--- config.mk ---
export PLATFORM = sky130hd
export DESIGN_NAME = pcap_capture_top
export DESIGN_NICKNAME = d
export VERILOG_FILES = /design/src/rtl/pcap_pkg.sv /design/src/rtl/pcap_edge_front.sv /design/src/rtl/pcap_line_tracker.sv /design/src/rtl/pcap_assembler.sv /design/src/rtl/pcap_capture_top.sv
export SDC_FILE = /design/constraint.sdc
export NUM_CORES = 1
export LEC_CHECK = 0
export CORE_UTILIZATION = 55
export CTS_CLUSTER_DIAMETER = 30
export DETAILED_ROUTE_END_ITERATION = 12
export PLACE_DENSITY = 0.88
export SLEW_MARGIN = 20
export SYNTH_ARGS = -nofsm -noshare
export SYNTH_HDL_FRONTEND = slang
export SYNTH_SLANG_ARGS = --single-unit
export TNS_END_PERCENT = 100
--- constraint.sdc ---
create_clock -name clk -period 3 [get_ports clk]
set_input_delay 0.9 -clock clk [delete_from_list [all_inputs] [get_ports clk]]
set_output_delay 0.9 -clock clk [all_outputs]
set_load 0.005 [all_outputs]
--- src/rtl/pcap_pkg.sv ---
package pcap_pkg;

    localparam int BUS_W  = 8;
    localparam int RED_W  = 5;
    localparam int GRN_W  = 6;
    localparam int BLU_W  = 5;
    localparam int RGB_W  = RED_W + GRN_W + BLU_W;

    localparam logic [1:0] FMT_565 = 2'b00;
    localparam logic [1:0] FMT_555 = 2'b01;
    localparam logic [1:0] FMT_YCC = 2'b10;

    localparam logic [1:0] EDGE_FALL = 2'b01;

    typedef enum logic [1:0] {
        TRK_SYNC = 2'd0,
        TRK_SKIP = 2'd1,
        TRK_LIVE = 2'd2
    } trk_state_e;

    typedef enum logic [1:0] {
        PH_A  = 2'd0,
        PH_B  = 2'd1,
        PH_CR = 2'd2,
        PH_Y1 = 2'd3
    } asm_state_e;

    // Returns {red, green, blue} from one phase-a and one phase-b byte.
    function automatic logic [RGB_W-1:0] unpack_rgb(
        input logic [1:0]       fmt,
        input logic [BUS_W-1:0] pa,
        input logic [BUS_W-1:0] pb
    );
        logic [RGB_W-1:0] res;
        if (fmt == FMT_555) begin
            res = {pb[6:2], 1'b0, pb[1:0], pa[7:5], pa[4:0]};
        end else begin
            res = {pb[7:3], pb[2:0], pa[7:5], pa[4:0]};
        end
        return res;
    endfunction

endpackage

--- src/rtl/pcap_edge_front.sv ---
module pcap_edge_front
    import pcap_pkg::*;
(
    input  logic             clk,
    input  logic             rst_n,
    input  logic [1:0]       edge_sel_i,
    input  logic             hs_i,
    input  logic [BUS_W-1:0] bus_i,
    output logic             hs_q_o,
    output logic             dual_o,
    output logic [BUS_W-1:0] slot0_o,
    output logic [BUS_W-1:0] slot1_o
);

    logic [BUS_W-1:0] rise_q;
    logic [BUS_W-1:0] fall_q;
    logic             hs_q;

    always_ff @(posedge clk or negedge rst_n) begin
        if (!rst_n) begin
            rise_q <= '0;
            hs_q   <= 1'b0;
        end else begin
            rise_q <= bus_i;
            hs_q   <= hs_i;
        end
    end

    always_ff @(negedge clk or negedge rst_n) begin
        if (!rst_n) begin
            fall_q <= '0;
        end else begin
            fall_q <= bus_i;
        end
    end

    always_comb begin
        dual_o  = edge_sel_i[1];
        slot0_o = (edge_sel_i == EDGE_FALL) ? fall_q : rise_q;
        slot1_o = fall_q;
        hs_q_o  = hs_q;
    end

endmodule

--- src/rtl/pcap_line_tracker.sv ---
module pcap_line_tracker
    import pcap_pkg::*;
#(
    parameter int SKIP_W = 8
) (
    input  logic              clk,
    input  logic              rst_n,
    input  logic              hs_q_i,
    input  logic [SKIP_W-1:0] skip_i,
    output logic              live_o,
    output logic              restart_o
);

    trk_state_e        state_q;
    trk_state_e        state_d;
    logic [SKIP_W-1:0] cnt_q;
    logic [SKIP_W-1:0] cnt_d;

    always_ff @(posedge clk or negedge rst_n) begin
        if (!rst_n) begin
            state_q <= TRK_SYNC;
            cnt_q   <= '0;
        end else begin
            state_q <= state_d;
            cnt_q   <= cnt_d;
        end
    end

    always_comb begin
        state_d   = state_q;
        cnt_d     = cnt_q;
        live_o    = 1'b0;
        restart_o = hs_q_i;
        unique case (state_q)
            TRK_SYNC: begin
                if (!hs_q_i) begin
                    if (skip_i == '0) begin
                        live_o  = 1'b1;
                        state_d = TRK_LIVE;
                    end else begin
                        cnt_d   = {{(SKIP_W-1){1'b0}}, 1'b1};
                        state_d = TRK_SKIP;
                    end
                end
            end
            TRK_SKIP: begin
                if (hs_q_i) begin
                    state_d = TRK_SYNC;
                end else if (cnt_q == skip_i) begin
                    live_o  = 1'b1;
                    state_d = TRK_LIVE;
                end else begin
                    cnt_d = cnt_q + 1'b1;
                end
            end
            TRK_LIVE: begin
                if (hs_q_i) begin
                    state_d = TRK_SYNC;
                end else begin
                    live_o = 1'b1;
                end
            end
            default: state_d = TRK_SYNC;
        endcase
    end

    // the skip counter stays inside the programmed window
    a_r8_skip_bound: assert property (@(posedge clk) disable iff (!rst_n)
        (state_q == TRK_SKIP) |-> (cnt_q != '0 && cnt_q <= skip_i));

endmodule

--- src/rtl/pcap_assembler.sv ---
module pcap_assembler
    import pcap_pkg::*;
(
    input  logic             clk,
    input  logic             rst_n,
    input  logic [1:0]       fmt_i,
    input  logic             dual_i,
    input  logic             live_i,
    input  logic             restart_i,
    input  logic [BUS_W-1:0] slot0_i,
    input  logic [BUS_W-1:0] slot1_i,
    output logic             pix_vld_o,
    output logic [RED_W-1:0] red_o,
    output logic [GRN_W-1:0] grn_o,
    output logic [BLU_W-1:0] blu_o,
    output logic [BUS_W-1:0] luma_o,
    output logic [BUS_W-1:0] cb_o,
    output logic [BUS_W-1:0] cr_o
);

    asm_state_e       state_q;
    asm_state_e       state_d;
    logic [BUS_W-1:0] hold_q;
    logic [BUS_W-1:0] cb_q;
    logic [BUS_W-1:0] cr_q;
    logic             pend_q;

    logic             is_ycc;
    logic             emit_rgb;
    logic             emit_ycc;
    logic [RGB_W-1:0] rgb_w;
    logic [BUS_W-1:0] ycc_y;
    logic [BUS_W-1:0] ycc_cb;
    logic [BUS_W-1:0] ycc_cr;
    logic             ld_cb;
    logic             ld_cr;
    logic             ld_hold;
    logic [BUS_W-1:0] hold_d;
    logic             pend_d;

    assign is_ycc = (fmt_i == FMT_YCC);

    always_ff @(posedge clk or negedge rst_n) begin
        if (!rst_n) begin
            state_q <= PH_A;
        end else begin
            state_q <= state_d;
        end
    end

    always_comb begin
        state_d  = state_q;
        emit_rgb = 1'b0;
        emit_ycc = pend_q;
        rgb_w    = '0;
        ycc_y    = hold_q;
        ycc_cb   = cb_q;
        ycc_cr   = cr_q;
        ld_cb    = 1'b0;
        ld_cr    = 1'b0;
        ld_hold  = 1'b0;
        hold_d   = slot0_i;
        pend_d   = 1'b0;
        if (restart_i) begin
            state_d = PH_A;
        end else if (live_i) begin
            unique case (state_q)
                PH_A: begin
                    if (is_ycc) begin
                        ld_cb = 1'b1;
                        if (dual_i) begin
                            ld_hold = 1'b1;
                            hold_d  = slot1_i;
                            state_d = PH_CR;
                        end else begin
                            state_d = PH_B;
                        end
                    end else if (dual_i) begin
                        emit_rgb = 1'b1;
                        rgb_w    = unpack_rgb(fmt_i, slot0_i, slot1_i);
                    end else begin
                        ld_hold = 1'b1;
                        state_d = PH_B;
                    end
                end
                PH_B: begin
                    if (is_ycc) begin
                        ld_hold = 1'b1;
                        state_d = PH_CR;
                    end else begin
                        emit_rgb = 1'b1;
                        rgb_w    = unpack_rgb(fmt_i, hold_q, slot0_i);
                        state_d  = PH_A;
                    end
                end
                PH_CR: begin
                    ld_cr    = 1'b1;
                    emit_ycc = 1'b1;
                    ycc_cr   = slot0_i;
                    if (dual_i) begin
                        ld_hold = 1'b1;
                        hold_d  = slot1_i;
                        pend_d  = 1'b1;
                        state_d = PH_A;
                    end else begin
                        state_d = PH_Y1;
                    end
                end
                PH_Y1: begin
                    emit_ycc = 1'b1;
                    ycc_y    = slot0_i;
                    state_d  = PH_A;
                end
                default: state_d = PH_A;
            endcase
        end
    end

    always_ff @(posedge clk or negedge rst_n) begin
        if (!rst_n) begin
            hold_q    <= '0;
            cb_q      <= '0;
            cr_q      <= '0;
            pend_q    <= 1'b0;
            pix_vld_o <= 1'b0;
            red_o     <= '0;
            grn_o     <= '0;
            blu_o     <= '0;
            luma_o    <= '0;
            cb_o      <= '0;
            cr_o      <= '0;
        end else begin
            pend_q    <= pend_d;
            pix_vld_o <= emit_rgb | emit_ycc;
            if (ld_hold) hold_q <= hold_d;
            if (ld_cb)   cb_q   <= slot0_i;
            if (ld_cr)   cr_q   <= slot0_i;
            if (emit_rgb) begin
                {red_o, grn_o, blu_o} <= rgb_w;
            end
            if (emit_ycc) begin
                luma_o <= ycc_y;
                cb_o   <= ycc_cb;
                cr_o   <= ycc_cr;
            end
        end
    end

    // single-edge RGB never yields two strobes back to back
    a_r5_rgb_spacing: assert property (@(posedge clk) disable iff (!rst_n)
        (pix_vld_o && !is_ycc && !dual_i) |=> !pix_vld_o);

    // 5-5-5 output never sets the green MSB
    a_r3_green_msb: assert property (@(posedge clk) disable iff (!rst_n)
        (pix_vld_o && fmt_i == FMT_555) |-> (grn_o[GRN_W-1] == 1'b0));

    // a held second luma is always delivered on the next cycle
    a_r4_second_luma: assert property (@(posedge clk) disable iff (!rst_n)
        pend_q |=> pix_vld_o);

endmodule

--- src/rtl/pcap_capture_top.sv ---
module pcap_capture_top
    import pcap_pkg::*;
#(
    parameter int SKIP_W = 8
) (
    input  logic              clk,
    input  logic              rst_n,
    input  logic [1:0]        edge_sel_i,
    input  logic [1:0]        fmt_sel_i,
    input  logic [SKIP_W-1:0] skip_i,
    input  logic              hs_i,
    input  logic [7:0]        bus_i,
    output logic              pix_vld_o,
    output logic [4:0]        red_o,
    output logic [5:0]        grn_o,
    output logic [4:0]        blu_o,
    output logic [7:0]        luma_o,
    output logic [7:0]        cb_o,
    output logic [7:0]        cr_o
);

    logic             hs_q;
    logic             dual;
    logic [BUS_W-1:0] slot0;
    logic [BUS_W-1:0] slot1;
    logic             live;
    logic             restart;

    pcap_edge_front front_i (
        .clk        (clk),
        .rst_n      (rst_n),
        .edge_sel_i (edge_sel_i),
        .hs_i       (hs_i),
        .bus_i      (bus_i),
        .hs_q_o     (hs_q),
        .dual_o     (dual),
        .slot0_o    (slot0),
        .slot1_o    (slot1)
    );

    pcap_line_tracker #(.SKIP_W(SKIP_W)) tracker_i (
        .clk       (clk),
        .rst_n     (rst_n),
        .hs_q_i    (hs_q),
        .skip_i    (skip_i),
        .live_o    (live),
        .restart_o (restart)
    );

    pcap_assembler assembler_i (
        .clk       (clk),
        .rst_n     (rst_n),
        .fmt_i     (fmt_sel_i),
        .dual_i    (dual),
        .live_i    (live),
        .restart_i (restart),
        .slot0_i   (slot0),
        .slot1_i   (slot1),
        .pix_vld_o (pix_vld_o),
        .red_o     (red_o),
        .grn_o     (grn_o),
        .blu_o     (blu_o),
        .luma_o    (luma_o),
        .cb_o      (cb_o),
        .cr_o      (cr_o)
    );

    // two sampled sync cycles in a row leave the strobe low
    a_r7_sync_quiet: assert property (@(posedge clk) disable iff (!rst_n)
        (hs_q && $past(hs_q)) |=> !pix_vld_o);

endmodule

==> run_results.csv, run 1 <==
group,metric,value,unit
run_status,status,"completed",
routing,vias_per_cell,6.34,
place,place_congestion,0.917,
worst_setup_path,regToRegSetupSlack,110,ps
place,detailed_place_hpwl,8.55,mm
clock_network,cts_tree,"done",
clock_network,clk_latency,380,ps
routing,vias,3979,
logic_synthesis,synth_seq_cells,95,
clock_network,cts_setup_buffers,0,
clock_network,cts_buffers,9,
pwr,vdd_drop_max,0.269,mV
routing,postRouteWirelength,12.0,mm
logic_synthesis,synth_ff_type,"dfrtp_1",
job,drv_cap,0,
finish,nFillCells,599,
finish,nets,545,
worst_setup_path,reg2reg_to,"assembler_i.red_o[0]",
timing,slew_headroom,60.9,%
timing,setup_viol,0,
routing,drt_iter0_drc,320,
logic_synthesis,syn_area,0.00464,mm²
clock_network,postCtsHoldBufs,0,
global_route,grt_use_total,28.7,%
logic_synthesis,netlist_top_cells_count,"dfrtp_1 (87), mux2_2 (39), nand2_1 (28)",
worst_setup_path,critPathArrivalTime,3150,ps
logic_synthesis,syn_area_per_cell,10.8,µm²
worst_setup_path,worstSetupEndpointType,"flip-flop",
clock_network,clock-sinks,95,
pwr,p_leak,2.57,nW
floorplan,die_h,93.8,µm
clock_network,htreeDepth,3,
timing,finClkSkew,35.4,ps
logic_synthesis,syn_nets,458,
floorplan,die-width,93.8,µm
place,portBuffers,63,
timing,worst_slew_pin_slew,587,ps
worst_setup_path,start_kind,"flip-flop",
routing,wl_per_cell,19.1,µm
timing,tns,0,ps
finish,area_delta_synth_final,25.5,%
logic_synthesis,synth-edff-count,0,
routing,antenna_left,0,
logic_synthesis,yosysWarnings,0,
timing,fin_crit_sh,96.3,%
min_path,min_path_type,"in -> async",
floorplan,start_util,56.7,%
global_route,grt_pass1_wl,19.2,mm
clock_network,cts.repair.resized,0,
timing,finalHoldViolations,0,
floorplan,rows,33,
clock_network,clk_pin_slew_worst_paths,100,ps
clock_network,ctsRootBufferMaster,"clkbuf_8",
timing,drv_slew,0,
worst_setup_path,path_max_fanout,3,
finish,drive_above_1_share,20.3,%
global_route,grt_max_degree,47,
logic_synthesis,synth.top_cell.area_share,47.0,%
pwr,total_power,2.51,mW
logic_synthesis,synth_top_cell_by_area,"dfrtp_1",
logic_synthesis,synth_cell_type_count,51,
floorplan,core-area,0.00818,mm²
timing,max_freq,0.349,GHz
finish,num_antenna_cells,0,
pwr,powerDensity,431,mW/mm²
worst_setup_path,critPathKind,"reg -> reg",
worst_setup_path,rr_worst_depth,4,
logic_synthesis,synth.most_common_cell,"dfrtp_1",
worst_setup_path,cp.required,3260,ps
worst_setup_path,rr_startpoint,"front_i.slot1_o[2]",
routing,route.detailed.drc,0,
logic_synthesis,syn_inst,431,
global_route,grt_pass1_vias,3853,
global_route,overflow,0,
routing,first_pass_iters,5,
timing,rsz0062_at_grt,"false",
floorplan,io_pins,64,
clock_network,cts_buffer_depth,2,
timing,fin_crit,2890,ps
logic_synthesis,async_flop_share,100,%
logic_synthesis,synth.area.top_cells,"dfrtp_1 (47%), mux2_2 (9.5%), dfrtn_1 (4.3%)",
logic_synthesis,yosysSeqAreaShare,51.3,%
floorplan,die_area,0.00880,mm²
global_route,antenna_found_initial,0,
report_power, final:
part	switching (mW)	total (mW)	leakage, nW	internal (mW)
combinational	0.153	0.295	1.20	0.142
sequential	0.0501	1.37	1.27	1.32
clock	0.496	0.842	0.102	0.346
total	0.699	2.51	2.57	1.81
stage by stage:
stage                     std cells  hold WS, ps  worst slack, ps  cell area [µm²]  utilization, %
after global routing            628          402             11.4             5820            71.2
after detailed placement        612          493             -250             5620            68.7
final                           628          402              110             5820            71.2
after floorplan                 431          477              183             4640               -
after global placement          612          486             -162             5620            68.7
after CTS                       628          406              103             5820            71.2
how the worst max path moves through the flow:
stage,slack (ps),endpoint,startpoint,depth (start not counted)
floorplan,180,assembler_i.red_o[1],front_i.slot1_o[4],4
finish,110,assembler_i.red_o[0],front_i.slot1_o[2],4
CTS,100,assembler_i.cb_q[6],skip_i[7],7
global placement,-160,assembler_i.cb_q[2],skip_i[1],7
detailed placement,-250,assembler_i.cb_q[6],skip_i[7],7
global route,10,assembler_i.cb_q[6],skip_i[7],7
cell type report:
class / count / area, µm² / area share [%]
inverters: 8 / 30.0 / 0.516
flip-flops and latches: 95 / 2380 / 40.9
repair buffers: 105 / 968 / 16.6
multi-input cells: 299 / 2110 / 36.3
clock buffers: 10 / 138 / 2.37
well taps: 105 / 131 / 2.26
clock inverters: 6 / 62.6 / 1.08
critical path, cell delays in order, from the launching register on:
cell     delay, ps
dfrtn_1        390
mux2_2         290
a22oi_1        240
mux2i_1        120
mux2_2         270
flip-flops by register name, summed over array words and instances (netlist names), 6 cells and up:
signal and count:
assembler_i.grn_o 6, assembler_i.cr_q 8, front_i.rise_q 8, assembler_i.cb_o 8, tracker_i.cnt_q 8, assembler_i.cr_o 8, assembler_i.luma_o 8, front_i.slot1_o 8
assembler_i.hold_q 8, assembler_i.cb_q 8
layout by cell type (no fill, tap or decap), drive strengths merged, types with 3 or more instances in the layout:
master	synthesis	layout
o211ai	5	5
mux2i	8	8
a22o	6	6
o32ai	8	8
nor2	14	14
a21oi	23	23
o221ai	4	4
nand3	25	25
dfrtp	87	87
clkbuf	22	10
nor3	18	18
inv	8	11
o31ai	18	18
xnor2	8	8
or3	6	6
and2	6	6
dfrtn	8	8
o2bb2ai	4	4
clkinv	0	3
and3	5	5
a211oi	11	11
nor4	5	5
o21ai	17	17
nand2	28	28
nand2b	9	9
mux2	39	39
ha	4	4
clkdlybuf4s50	0	62
a31oi	4	4
buf	7	43
logic make-up (layout without fill, tap and decap cells):
kind of cell,Yosys count,after routing,synth area share (%)
AOI/OAI and AO/OA,111,111,16.9
xor gates and xnor gates,8,8,1.51
adders and majority gates,4,4,1.08
buffers and inverters,37,129,3.18
DFF,95,95,51.3
muxes,47,47,11.2
and+or+nand+nor,129,129,14.8
metal layers:
metal | up-vias | share of wire, % | track usage [%]
li1 | 1790 | - | -
met4 | 0 | 2.5 | 10.5
met1 | 1969 | 42 | 38.9
met5 | - | 0 | 0
met2 | 194 | 48 | 47.0
met3 | 26 | 6.9 | 4.13
Power figures use the tool's default switching activity.
==> run 2, diff against run 1 <==
--- a/config.mk
+++ b/config.mk
@@ -5,12 +5,15 @@
 export SDC_FILE = /design/constraint.sdc
 export NUM_CORES = 1
 export LEC_CHECK = 0
-export CORE_UTILIZATION = 55
+export CELL_PAD_IN_SITES_DETAIL_PLACEMENT = 1
+export CELL_PAD_IN_SITES_GLOBAL_PLACEMENT = 1
+export CORE_UTILIZATION = 44
 export CTS_CLUSTER_DIAMETER = 30
 export DETAILED_ROUTE_END_ITERATION = 12
 export PLACE_DENSITY = 0.88
 export SLEW_MARGIN = 20
 export SYNTH_ARGS = -nofsm -noshare
 export SYNTH_HDL_FRONTEND = slang
+export SYNTH_HIERARCHICAL = 1
 export SYNTH_SLANG_ARGS = --single-unit
-export TNS_END_PERCENT = 100
+export TNS_END_PERCENT = 20
==> run 2 against run 1 <==
Net effect: sequential power hardly changed; critical path depth stayed put; sequential share of layout area is 0.097 points higher; utilization is 12 points lower; critical path type unchanged; combinational power hardly changed; clock skew is 6.2 ps lower; hold slack better by 6.8 ps; final cell count is 3.8% lower; die area is 21% higher; clock-buffer cell count stayed put; flip-flop and latch count stayed put; global-route usage is 3.6 points lower.
==> run_results.csv, run 2 <==
group,metric,value,unit
global_route,grt_pass1_vias,3689,
worst_setup_path,slowest_stage,"dfrtn_1",
routing,postRouteWirelength,13.1,mm
finish,area_delta_synth_final,28.9,%
worst_setup_path,path_max_fanout,8,
logic_synthesis,synth.top_cell.area_share,48.3,%
pwr,intPower,1.84,mW
pwr,p_clk_share,34.4,%
global_route,grt_use_total,25.1,%
pwr,powerDensity,435,mW/mm²
logic_synthesis,netlist_top_cells_count,"dfrtp_1 (87), mux2_2 (39), nand2_1 (37)",
min_path,min_path_type,"in -> async",
global_route,antenna_found_initial,0,
logic_synthesis,syn_area,0.00451,mm²
timing,finClkSkew,29.2,ps
logic_synthesis,synth_cell_type_count,50,
timing,whs,409,ps
floorplan,die_h,103,µm
timing,timing.final.ws_setup,44.3,ps
clock_network,htreeDepth,3,
global_route,overflow,0,
logic_synthesis,syn_area_per_cell,12.0,µm²
routing,drt_iter0_drc,190,
routing,vias_per_cell,5.61,
routing,first_pass_iters,4,
worst_setup_path,worstSetupEndpointType,"flip-flop",
place,place_ws,-452,ps
floorplan,core-area,0.00986,mm²
timing,worst_slew_pin_slew,623,ps
worst_setup_path,max_stage_delay,400,ps
logic_synthesis,syn_nets,404,
timing,slew_headroom,58.5,%
logic_synthesis,synth_ff_type,"dfrtp_1",
job,drv_cap,0,
clock_network,cts_buffer_depth,2,
place,portBuffers,63,
clock_network,ctsRootBufferMaster,"clkbuf_8",
timing,setup_viol,0,
finish,final_common_cell,"dfrtp_1",
worst_setup_path,critPathKind,"reg -> reg",
routing,route.detailed.drc,0,
clock_network,clock-sinks,95,
finish,drive_above_1_share,26.3,%
timing,finalHoldViolations,0,
logic_synthesis,synth_seq_cells,95,
pwr,switchingPower,0.689,mW
pwr,vdd_drop_max,0.340,mV
global_route,grt_max_degree,49,
place,detailed_place_hpwl,8.70,mm
clock_network,clk_pin_slew_worst_paths,100,ps
global_route,grt_pass1_wl,19.8,mm
finish,post-route-util,58.9,%
finish,nets,493,
floorplan,rows,36,
floorplan,start_util,45.7,%
logic_synthesis,async_flop_share,100,%
finish,final_cell_mix,"dfrtp_1 (87), clkdlybuf4s50_1 (54), mux2_2 (39)",
logic_synthesis,synth-edff-count,0,
logic_synthesis,syn_inst,377,
logic_synthesis,yosysSeqAreaShare,52.8,%
clock_network,cts_tree,"done",
timing,drv_slew,0,
worst_setup_path,cp_cell_sequence,"mux2_4 -> mux2i_1 -> o22ai_1 -> mux2_2",
pwr,swShare,27.3,%
timing,tns,0,ps
floorplan,die_area,0.0106,mm²
pwr,total_power,2.53,mW
finish,num_antenna_cells,0,
logic_synthesis,yosysWarnings,6,
pwr,pwr-share-seq,53.8,%
floorplan,io_pins,64,
place,place_congestion,0.859,
worst_setup_path,start_kind,"flip-flop",
logic_synthesis,synth.area.top_cells,"dfrtp_1 (48%), mux2_2 (9.7%), mux2i_1 (6.0%)",
run_status,status,"completed",
clock_network,cts_buffers,9,
pwr,pwr-share-comb,11.8,%
clock_network,clk_latency,380,ps
logic_synthesis,synth_top_cell_by_area,"dfrtp_1",
routing,vias,3389,
routing,antenna_left,0,
worst_setup_path,critPathArrivalTime,3220,ps
pwr,p_leak,2.74,nW
worst_setup_path,cp.required,3270,ps
routing,wl_per_cell,21.7,µm
floorplan,die-width,103,µm
logic_synthesis,synth.most_common_cell,"dfrtp_1",
-- run 2: kinds of logic (layout without fill, tap and decap cells) --
group,count (synthesis),after routing,synth area share [%]
flops,95,95,52.8
simple gates,90,90,10.7
compound gates,76,76,11.7
mux,74,74,18.4
buf+inv,30,124,3.69
xor+xnor,8,8,1.56
fa+ha+maj,4,4,1.11
-- run 2: timing repair --
item,4_1_cts,5_1_grt
endpoints found under the setup margin,12,51
hold buffers,0,0
resized for setup,3,18
gates cloned,0,1
buffers inserted,0,2
pin swaps,0,8
-- run 2: power by group through the flow --
stage,Combinational [mW],Clock [mW],Sequential [mW]
4_1_cts,0.286,0.880,1.35
5_1_grt,0.321,0.939,1.36
3_5_place_dp,0.280,0,1.38
6_report,0.297,0.870,1.36
3_3_place_gp,0.264,0,1.38
2_1_floorplan,0.147,0,1.37
-- run 2: critical path: cells and delay by family (launching register included) --
family | cells | cell delay [ps]
multiplexers | 3 | 860
flip-flops | 1 | 400
AO/OA/AOI/OAI | 1 | 110
-- run 2: layout make-up --
cell class              instances  area [µm²]
repair buffers                101        1020
clock inverters                 6        67.6
clock buffers                  10         128
fillers                       993        4060
flip-flops and latches         95        2380
well taps                     133         166
inverters                       7        26.3
multi-input cells             252        2020
-- run 2: metrics by stage --
step           std cells  area (µm²)
2_1_floorplan        377        4510
3_3_place_gp         585        5490
3_5_place_dp         585        5490
4_1_cts              601        5700
5_1_grt              604        5810
6_report             604        5810
-- run 2: final timing paths --
check,start,end,slack (ps),cells after the start
max,front_i/slot1_o[5],assembler_i/red_o[3],40,4
min,rst_n,assembler_i/cr_q[6],410,1
max reg2reg,front_i/slot1_o[5],assembler_i/red_o[3],40,4
min reg2reg,assembler_i/cb_o[4],assembler_i/cb_o[4],470,2
max in group asynchronous,rst_n,front_i/slot1_o[6],880,1
min in group clk,assembler_i/cb_o[4],assembler_i/cb_o[4],470,2
-- run 2: per-layer routing --
| metal | up-vias | part of all wire, % | wire length [µm] | track usage (%) |
|---|---|---|---|---|
| met5 | - | 0 | 0 | 0 |
| met4 | 0 | 1.5 | 198 | 10.1 |
| met3 | 17 | 3.5 | 459 | 4.64 |
| met2 | 83 | 51 | 6740 | 41.0 |
| met1 | 1764 | 44 | 5740 | 33.2 |
| li1 | 1525 | - | - | - |
